==> src/rtl/exc_entry_pkg.sv <==
package exc_entry_pkg;
  localparam int XLEN   = 64;
  localparam int CREG_W = 32;
  localparam int EXC_N  = 19;
  localparam int IDX_W  = $clog2(EXC_N);
  localparam int SEL_W  = 3;
  localparam int CODE_W = 5;
  localparam int OFF_W  = 12;

  localparam int ST_BEV = 22;
  localparam int ST_EXL = 1;
  localparam int CA_BD  = 31;

  localparam logic [XLEN-1:0]   VEC_BOOT   = 64'hFFFF_FFFF_BFC0_0200;
  localparam logic [XLEN-1:0]   VEC_NORM   = 64'hFFFF_FFFF_8000_0000;
  localparam logic [CREG_W-1:0] STATUS_RST = CREG_W'(1) << ST_BEV;
  localparam logic [CREG_W-1:0] CAUSE_MASK = 32'hB000_FF7C;
  localparam logic [XLEN-1:0]   CTX_MASK   = 64'hFFFF_FFFF_FFFF_FFF0;
  localparam logic [XLEN-1:0]   EHI_MASK   = 64'hC000_00FF_FFFF_E0FF;

  typedef enum logic [IDX_W-1:0] {
    EX_INT, EX_TLB_MOD, EX_TLB_LD, EX_TLB_ST, EX_ADR_LD, EX_ADR_ST,
    EX_SYSCALL, EX_BREAK, EX_RESV, EX_COP_OFF, EX_OVF, EX_TRAP,
    EX_CP2_EXC, EX_CP2_TRAP, EX_REFILL_LD, EX_REFILL_ST,
    EX_INVAL_LD, EX_INVAL_ST, EX_MCHECK
  } exc_kind_e;

  typedef enum logic [SEL_W-1:0] {
    SEL_EPC, SEL_CAUSE, SEL_STATUS, SEL_BADVA, SEL_CTX, SEL_XCTX, SEL_EHI, SEL_NONE
  } reg_sel_e;

  function automatic logic [CODE_W-1:0] code_of(exc_kind_e k);
    case (k)
      EX_INT:                    return 5'd0;
      EX_TLB_MOD:                return 5'd1;
      EX_TLB_LD, EX_REFILL_LD,
      EX_INVAL_LD:               return 5'd2;
      EX_TLB_ST, EX_REFILL_ST,
      EX_INVAL_ST:               return 5'd3;
      EX_ADR_LD:                 return 5'd4;
      EX_ADR_ST:                 return 5'd5;
      EX_SYSCALL:                return 5'd8;
      EX_BREAK:                  return 5'd9;
      EX_RESV:                   return 5'd10;
      EX_COP_OFF:                return 5'd11;
      EX_OVF:                    return 5'd12;
      EX_TRAP:                   return 5'd13;
      EX_CP2_EXC, EX_CP2_TRAP:   return 5'd18;
      default:                   return 5'd24;
    endcase
  endfunction

  function automatic logic is_tlb(exc_kind_e k);
    return k inside {EX_TLB_MOD, EX_TLB_LD, EX_TLB_ST, EX_REFILL_LD,
                     EX_REFILL_ST, EX_INVAL_LD, EX_INVAL_ST};
  endfunction

  function automatic logic has_addr(exc_kind_e k);
    return is_tlb(k) || k == EX_ADR_LD || k == EX_ADR_ST;
  endfunction
endpackage

==> src/rtl/exc_prio_enc.sv <==
module exc_prio_enc #(
  parameter int N = 19,
  localparam int W = $clog2(N)
) (
  input  logic [N-1:0] req_i,
  output logic         valid_o,
  output logic [W-1:0] idx_o
);
  always_comb begin
    idx_o = '0;
    for (int i = N - 1; i >= 0; i--) begin
      if (req_i[i]) idx_o = W'(i);
    end
  end
  assign valid_o = |req_i;
endmodule

==> src/rtl/exc_vec_calc.sv <==
module exc_vec_calc
  import exc_entry_pkg::*;
(
  input  exc_kind_e       kind_i,
  input  logic            exl_i,
  input  logic            bev_i,
  input  logic [XLEN-1:0] base_off_i,
  output logic [XLEN-1:0] target_o
);
  logic [OFF_W-1:0] off;
  logic [XLEN-1:0]  base;

  always_comb begin
    if (exl_i)                                           off = 12'h180;
    else if (kind_i == EX_REFILL_LD || kind_i == EX_REFILL_ST) off = 12'h080;
    else if (kind_i == EX_CP2_TRAP)                      off = 12'h280;
    else                                                 off = 12'h180;
  end

  assign base     = bev_i ? VEC_BOOT : VEC_NORM;
  assign target_o = base + {{(XLEN-OFF_W){off[OFF_W-1]}}, off} - base_off_i;
endmodule

==> src/rtl/exc_cp0_regs.sv <==
module exc_cp0_regs
  import exc_entry_pkg::*;
(
  input  logic             clk_i,
  input  logic             rst_ni,
  input  logic             take_i,
  input  exc_kind_e        kind_i,
  input  logic [XLEN-1:0]  pc_i,
  input  logic             in_delay_i,
  input  logic [XLEN-1:0]  bad_addr_i,
  input  logic             sw_we_i,
  input  logic [SEL_W-1:0] sw_sel_i,
  input  logic [XLEN-1:0]  sw_wdata_i,
  output logic [XLEN-1:0]  sw_rdata_o,
  output logic             exl_o,
  output logic             bev_o
);
  logic [XLEN-1:0]   epc_q, badva_q, ctx_q, xctx_q, ehi_q;
  logic [CREG_W-1:0] cause_q, status_q;

  always_ff @(posedge clk_i or negedge rst_ni) begin
    if (!rst_ni) begin
      epc_q    <= '0;
      badva_q  <= '0;
      ctx_q    <= '0;
      xctx_q   <= '0;
      ehi_q    <= '0;
      cause_q  <= '0;
      status_q <= STATUS_RST;
    end else if (take_i) begin
      if (!status_q[ST_EXL]) begin
        epc_q          <= in_delay_i ? pc_i - XLEN'(4) : pc_i;
        cause_q[CA_BD] <= in_delay_i;
      end
      cause_q[6:2]     <= code_of(kind_i);
      status_q[ST_EXL] <= 1'b1;
      if (has_addr(kind_i)) badva_q <= bad_addr_i;
      if (is_tlb(kind_i)) begin
        ctx_q[22:4]   <= bad_addr_i[31:13];
        xctx_q[30:4]  <= bad_addr_i[39:13];
        xctx_q[32:31] <= bad_addr_i[63:62];
        ehi_q[63:62]  <= bad_addr_i[63:62];
        ehi_q[39:13]  <= bad_addr_i[39:13];
      end
    end else if (sw_we_i) begin
      case (reg_sel_e'(sw_sel_i))
        SEL_EPC:    epc_q    <= sw_wdata_i;
        SEL_CAUSE:  cause_q  <= sw_wdata_i[CREG_W-1:0] & CAUSE_MASK;
        SEL_STATUS: status_q <= sw_wdata_i[CREG_W-1:0];
        SEL_BADVA:  badva_q  <= sw_wdata_i;
        SEL_CTX:    ctx_q    <= sw_wdata_i & CTX_MASK;
        SEL_XCTX:   xctx_q   <= sw_wdata_i & CTX_MASK;
        SEL_EHI:    ehi_q    <= sw_wdata_i & EHI_MASK;
        default: ;
      endcase
    end
  end

  always_comb begin
    case (reg_sel_e'(sw_sel_i))
      SEL_EPC:    sw_rdata_o = epc_q;
      SEL_CAUSE:  sw_rdata_o = XLEN'(cause_q);
      SEL_STATUS: sw_rdata_o = XLEN'(status_q);
      SEL_BADVA:  sw_rdata_o = badva_q;
      SEL_CTX:    sw_rdata_o = ctx_q;
      SEL_XCTX:   sw_rdata_o = xctx_q;
      SEL_EHI:    sw_rdata_o = ehi_q;
      default:    sw_rdata_o = '0;
    endcase
  end

  assign exl_o = status_q[ST_EXL];
  assign bev_o = status_q[ST_BEV];

  AST_EXL_SET: assert property (@(posedge clk_i) disable iff (!rst_ni)
    take_i |=> status_q[ST_EXL]);
  AST_EPC_LOAD: assert property (@(posedge clk_i) disable iff (!rst_ni)
    take_i && !status_q[ST_EXL] |=> epc_q == $past(pc_i) - (cause_q[CA_BD] ? XLEN'(4) : XLEN'(0)));
  AST_EPC_HOLD: assert property (@(posedge clk_i) disable iff (!rst_ni)
    take_i && status_q[ST_EXL] |=> $stable(epc_q) && $stable(cause_q[CA_BD]));
  AST_BADVA_HOLD: assert property (@(posedge clk_i) disable iff (!rst_ni)
    take_i && !has_addr(kind_i) |=> $stable(badva_q));
  AST_CTX_FIELD: assert property (@(posedge clk_i) disable iff (!rst_ni)
    take_i && is_tlb(kind_i) |=> ctx_q[22:4] == badva_q[31:13] && ehi_q[39:13] == xctx_q[30:4]);
endmodule

==> src/rtl/exc_entry_ctrl.sv <==
module exc_entry_ctrl
  import exc_entry_pkg::*;
(
  input  logic             clk_i,
  input  logic             rst_ni,
  input  logic [EXC_N-1:0] exc_req_i,
  input  logic [XLEN-1:0]  pc_i,
  input  logic             in_delay_i,
  input  logic [XLEN-1:0]  bad_addr_i,
  input  logic [XLEN-1:0]  base_off_i,
  input  logic             sw_we_i,
  input  logic [SEL_W-1:0] sw_sel_i,
  input  logic [XLEN-1:0]  sw_wdata_i,
  output logic [XLEN-1:0]  sw_rdata_o,
  output logic             redirect_o,
  output logic [XLEN-1:0]  next_pc_o
);
  logic             take;
  logic [IDX_W-1:0] idx;
  exc_kind_e        kind;
  logic             exl, bev;
  logic [XLEN-1:0]  target;

  exc_prio_enc #(.N(EXC_N)) u_prio (
    .req_i  (exc_req_i),
    .valid_o(take),
    .idx_o  (idx)
  );
  assign kind = exc_kind_e'(idx);

  exc_vec_calc u_vec (
    .kind_i    (kind),
    .exl_i     (exl),
    .bev_i     (bev),
    .base_off_i(base_off_i),
    .target_o  (target)
  );

  exc_cp0_regs u_regs (
    .clk_i     (clk_i),
    .rst_ni    (rst_ni),
    .take_i    (take),
    .kind_i    (kind),
    .pc_i      (pc_i),
    .in_delay_i(in_delay_i),
    .bad_addr_i(bad_addr_i),
    .sw_we_i   (sw_we_i),
    .sw_sel_i  (sw_sel_i),
    .sw_wdata_i(sw_wdata_i),
    .sw_rdata_o(sw_rdata_o),
    .exl_o     (exl),
    .bev_o     (bev)
  );

  always_ff @(posedge clk_i or negedge rst_ni) begin
    if (!rst_ni) begin
      redirect_o <= 1'b0;
      next_pc_o  <= '0;
    end else begin
      redirect_o <= take;
      if (take) next_pc_o <= target;
    end
  end

  AST_REDIRECT_FOLLOWS: assert property (@(posedge clk_i) disable iff (!rst_ni)
    take |=> redirect_o);
  AST_NO_STRAY_REDIRECT: assert property (@(posedge clk_i) disable iff (!rst_ni)
    !take |=> !redirect_o);
  AST_GRANT_IS_REQ: assert property (@(posedge clk_i) disable iff (!rst_ni)
    take |-> exc_req_i[idx] && (exc_req_i & ((EXC_N'(1) << idx) - EXC_N'(1))) == '0);
endmodule

==> config.mk <==
export PLATFORM = sky130hd
export DESIGN_NAME = exc_entry_ctrl
export DESIGN_NICKNAME = d
export VERILOG_FILES = /design/src/rtl/exc_entry_pkg.sv /design/src/rtl/exc_prio_enc.sv /design/src/rtl/exc_vec_calc.sv /design/src/rtl/exc_cp0_regs.sv /design/src/rtl/exc_entry_ctrl.sv
export SDC_FILE = /design/constraint.sdc
export NUM_CORES = 1
export LEC_CHECK = 0
export BUFFER_PORTS_ARGS = -buffer_cell sky130_fd_sc_hd__clkbuf_2
export CORE_MARGIN = 3
export CORE_UTILIZATION = 61
export CTS_CLUSTER_DIAMETER = 40
export DETAILED_ROUTE_END_ITERATION = 10
export HOLD_SLACK_MARGIN = 0.08
export PLACE_DENSITY = 0.94
export SYNTH_ARGS = -nofsm -noshare
export SYNTH_HDL_FRONTEND = slang
export SYNTH_SLANG_ARGS = --single-unit
==> constraint.sdc <==
create_clock -name clk_i -period 10.4 [get_ports clk_i]
set_clock_uncertainty 0.1 [all_clocks]
set_input_delay 0.52 -clock clk_i [delete_from_list [all_inputs] [get_ports clk_i]]
set_output_delay 0.52 -clock clk_i [all_outputs]
set_load 0.05 [all_outputs]
==> impl_metrics.py <==
metrics = {
    "power": {
        "switching_power_mw": 1.48,
        "vdd_ir_drop_max_uv": 147,
        "leakage_nw": 13.1,
        "p_int_mw": 3.20,
        "power.density_nw_per_um2": 173,
        "seqPwrFrac_pct": 38.4,
        "p_clk_share_pct": 41.5,
        "p_total_mw": 4.68,
        "power_switching_share_pct": 31.6,
        "combPwrFrac_pct": 20.1,
    },
    "place": {
        "numPortBuffers": 410,
        "place_hpwl_mm": 53.0,
        "dpl.cell_count": 3163,
        "gp_congestion": 0.986,
        "dp_slack_ns": 4.27,
    },
    "drt": {
        "drt_pre_antenna_iters": 9,
        "dr.first_iter.drc_count": 2564,
        "via_per_inst": 6.81,
        "drc_errors": 0,
        "ant_nets": 0,
        "wl_mm": 80.2,
        "num_vias": 22400,
        "routedWlPerCell_um": 24.4,
    },
    "synth": {
        "synth_edf_count": 0,
        "avgSynthCellArea_um2": 9.35,
        "synth-seq-cells": 398,
        "synth_nets": 2761,
        "synth_area_um2": 22600,
        "synth_flop_cell": "dfrtp_1",
        "syn_inst": 2422,
        "async_reset_ff_share_pct": 100,
        "synth.distinct_cells": 69,
        "ys_warn_count": 0,
        "ys_seq_area_share_pct": 44.0,
    },
    "setup_path": {
        "cpLargestDelayFamily": "compound AO/OA/AOI/OAI gates",
        "critPathSlowestCell": "a2111oi_0",
        "criticalPathCategory": "in2reg",
        "start_kind": "input pin",
        "crit_buf_inv": 2,
        "path_max_fanout": 6,
        "critPathRequiredTime_ns": 10.83,
        "end_kind": "flip-flop",
        "arrival_ns": 6.05,
        "path_cells": "clkbuf_2 -> nand2b_1 -> a21oi_1 -> o21bai_1 -> a21oi_1 -> o21ai_0 -> a2111oi_0 -> or3_1 -> nand3_1 -> fa_1 -> inv_1 -> ha_1 -> o21a_1 -> o2111ai_1 -> a2111o_1 -> o211a_2 -> o41a_1 -> o41ai_4 -> o22ai_2 -> or4_1 -> nand3_1",
        "critPathMaxStageDelay_ns": 0.78,
    },
    "timing": {
        "slew_headroom_pct": 5.62,
        "rsz0062_at_grt": "no",
        "final-hold-violation-count": 0,
        "finalSetupTns_ns": 0,
        "worst_slew_pin_slew_ns": 1.41,
        "max_freq_mhz": 178,
        "setup_slack_ns": 4.78,
        "fin_crit_sh_pct": 54.0,
        "finalMaxSlewViolations": 0,
        "setup_viol_count_final": 0,
        "fin_crit_ns": 5.62,
    },
    "global_routing": {
        "gr-total-overflow": 0,
        "grt_usage_pct": 39.7,
        "grt_pass1_vias": 22500,
        "antenna_found_initial": 14,
        "grt_max_degree": 133,
        "grt_pass1_wl_mm": 123,
    },
    "clocking": {
        "cts_tree": "yes",
        "clkLatencyLatePin_ns": 0.61,
        "cts_sinks": 398,
        "cts_buffer_depth": 3,
        "cts_inserted_buffers": 55,
        "h-tree-depth": 2,
        "clk_pin_slew_ns": 0.06,
        "cts.root.buffer_cell": "clkbuf_16",
        "cts_setup_buffers": 0,
    },
    "floorplan": {
        "rows": 69,
        "dieArea_um2": 39500,
        "die_w_um": 199,
        "start_util_pct": 62.7,
        "fp.dieH_um": 199,
        "design.core.area_um2": 36100,
        "pin_count": 411,
    },
    "run_status": {
        "outcome": "finished, final reports clean",
    },
    "final_layout": {
        "fillers": 2434,
        "drive_above_1_share_pct": 27.4,
        "fin_util_pct": 74.7,
        "final_cells": 3284,
        "area_delta_synth_final_pct": 19.1,
        "fin_nets": 3106,
    },
    "flow_run": {
        "max-cap-violations": 0,
    },
    "hold_path": {
        "hold_class": "in2reg",
    },
}
cell usage after synthesis (all sizes together), types with 5 or more instances:
| library cell | n | area share [%] |
|---|---|---|
| or3 | 25 | 0.71 |
| o21a | 5 | 0.17 |
| and2 | 23 | 0.64 |
| xor2 | 60 | 2.3 |
| nor3b | 5 | 0.17 |
| nand3 | 43 | 0.95 |
| o22ai | 32 | 0.91 |
| xnor2 | 49 | 1.9 |
| nor3 | 38 | 0.84 |
| a22o | 14 | 0.54 |
| o31ai | 12 | 0.40 |
| nor2b | 8 | 0.22 |
| buf | 20 | 0.33 |
| a21boi | 12 | 0.40 |
| dfrtp | 397 | 44 |
| and3 | 6 | 0.17 |
| ha | 56 | 3.1 |
| o21bai | 8 | 0.27 |
| clkbuf | 137 | 2.3 |
| a21oi | 135 | 3.0 |
| or2 | 6 | 0.17 |
| a22oi | 152 | 5.0 |
| inv | 74 | 1.2 |
| mux2i | 27 | 1.2 |
| a31oi | 16 | 0.44 |
| a31o | 5 | 0.19 |
| nand2 | 362 | 6.0 |
| a21o | 34 | 1.1 |
| nor4 | 13 | 0.36 |
| nor2 | 184 | 3.1 |
| nand4 | 15 | 0.41 |
| a2bb2oi | 29 | 1.1 |
| o21ai | 125 | 2.8 |
| a221oi | 12 | 0.46 |
| a211oi | 11 | 0.36 |
| nand2b | 7 | 0.19 |
| mux2 | 200 | 9.9 |
| or4 | 16 | 0.53 |
cell type report:
cell class                      count  area [um2]  share of cell area, %
Timing Repair Buffer              445        2340                   8.69
Multi-Input combinational cell   1791       11900                   44.0
Inverter                           76         290                   1.08
Tap cell                          461         577                   2.14
Antenna cell                       12        30.0                  0.111
Sequential cell                   398        9960                   36.9
Clock buffer                       63        1460                   5.41
Clock inverter                     38         428                   1.59
logic make-up (layout without fill, tap and decap cells):
logic type / Yosys count / after routing / synth area share (%)
compound gates: 630 / 630 / 18.4
xor+xnor: 109 / 109 / 4.22
fa+ha+maj: 57 / 57 / 3.18
buf+inv: 233 / 622 / 3.86
flops: 398 / 398 / 44.0
mux: 229 / 229 / 11.3
other cells: 0 / 12 / 0
simple gates: 766 / 766 / 15.0
worst register-to-register path: stages (launching register included):
cell and delay (ns):
dfstp_2 0.71, ha_1 0.32, ha_1 0.43, nand4_1 0.16
or4_1 0.55, a2111o_1 0.39, o211a_2 0.17, o41a_1 0.51
o41ai_4 0.52, o22ai_2 0.18, or4_1 0.49, nand3_1 0.08
timing repair:
item	4_1_cts	5_1_grt
hold endpoints to repair	139	0
resized for setup	0	0
setup endpoints to repair	0	0
hold buffers	8	0
layout by cell type, fill, tap and decap left out, types with 29 or more instances in the layout:
| cell type | instances |
|---|---|
| xnor2_1 | 49 |
| o22ai_1 | 31 |
| inv_1 | 74 |
| a21oi_1 | 135 |
| ha_1 | 56 |
| a22oi_1 | 152 |
| nor3_1 | 37 |
| nor2_1 | 183 |
| nand2_1 | 362 |
| nand3_1 | 39 |
| dfrtp_1 | 397 |
| a2bb2oi_1 | 29 |
| clkbuf_16 | 57 |
| a21o_1 | 33 |
| mux2_2 | 200 |
| xor2_1 | 60 |
| clkbuf_2 | 409 |
| o21ai_0 | 121 |
per-stage QoR:
stage	hold WS [ns]	area [um2]
global placement	0.347	25000
detailed placement	0.361	25000
CTS	0.0812	26900
floorplan	0.124	22600
finish	0.0873	27000
global route	0.0994	27000
worst paths after layout:
kind,slack (ns),endpoint,depth (start not counted),from
max,4.78,next_pc_o[58],21,exc_req_i[16]
max reg2reg,5.70,next_pc_o[58],11,u_regs.status_q[22]
min reg2reg,0.38,u_regs.epc_q[14],2,u_regs.epc_q[14]
min in group asynchronous,0.58,u_regs.badva_q[57],2,rst_ni
max in group asynchronous,7.23,u_regs.ctx_q[33],4,rst_ni
min,0.09,u_regs.status_q[16],2,sw_wdata_i[16]
flip-flops by register name, summed over array words and instances, names as in the netlist:
| signal | flops |
|---|---|
| u_regs.ehi_q | 37 |
| u_regs.epc_q | 64 |
| u_regs.cause_q | 16 |
| next_pc_o | 64 |
| u_regs.badva_q | 64 |
| u_regs.xctx_q | 60 |
| u_regs.ctx_q | 60 |
| u_regs.status_q | 32 |
| redirect_o | 1 |
power by group through the flow:
stage	Sequential [mW]	Clock (mW)	Combinational [mW]
after floorplan	1.91	0	0.486
after global placement	1.80	0	0.888
after detailed placement	1.81	0	0.914
after CTS	1.79	1.94	0.926
after global routing	1.80	2.01	0.996
final	1.80	1.94	0.942
routing by layer:
metal | share of wire (%) | up-vias | global-route usage, %
li1 | - | 9403 | -
met1 | 36 | 10700 | 48.7
met2 | 46 | 1757 | 62.2
met3 | 12 | 450 | 11.2
met4 | 6.6 | 10 | 25.0
met5 | 0.087 | - | 0
No activity file was read; power rests on OpenSTA's default activity.
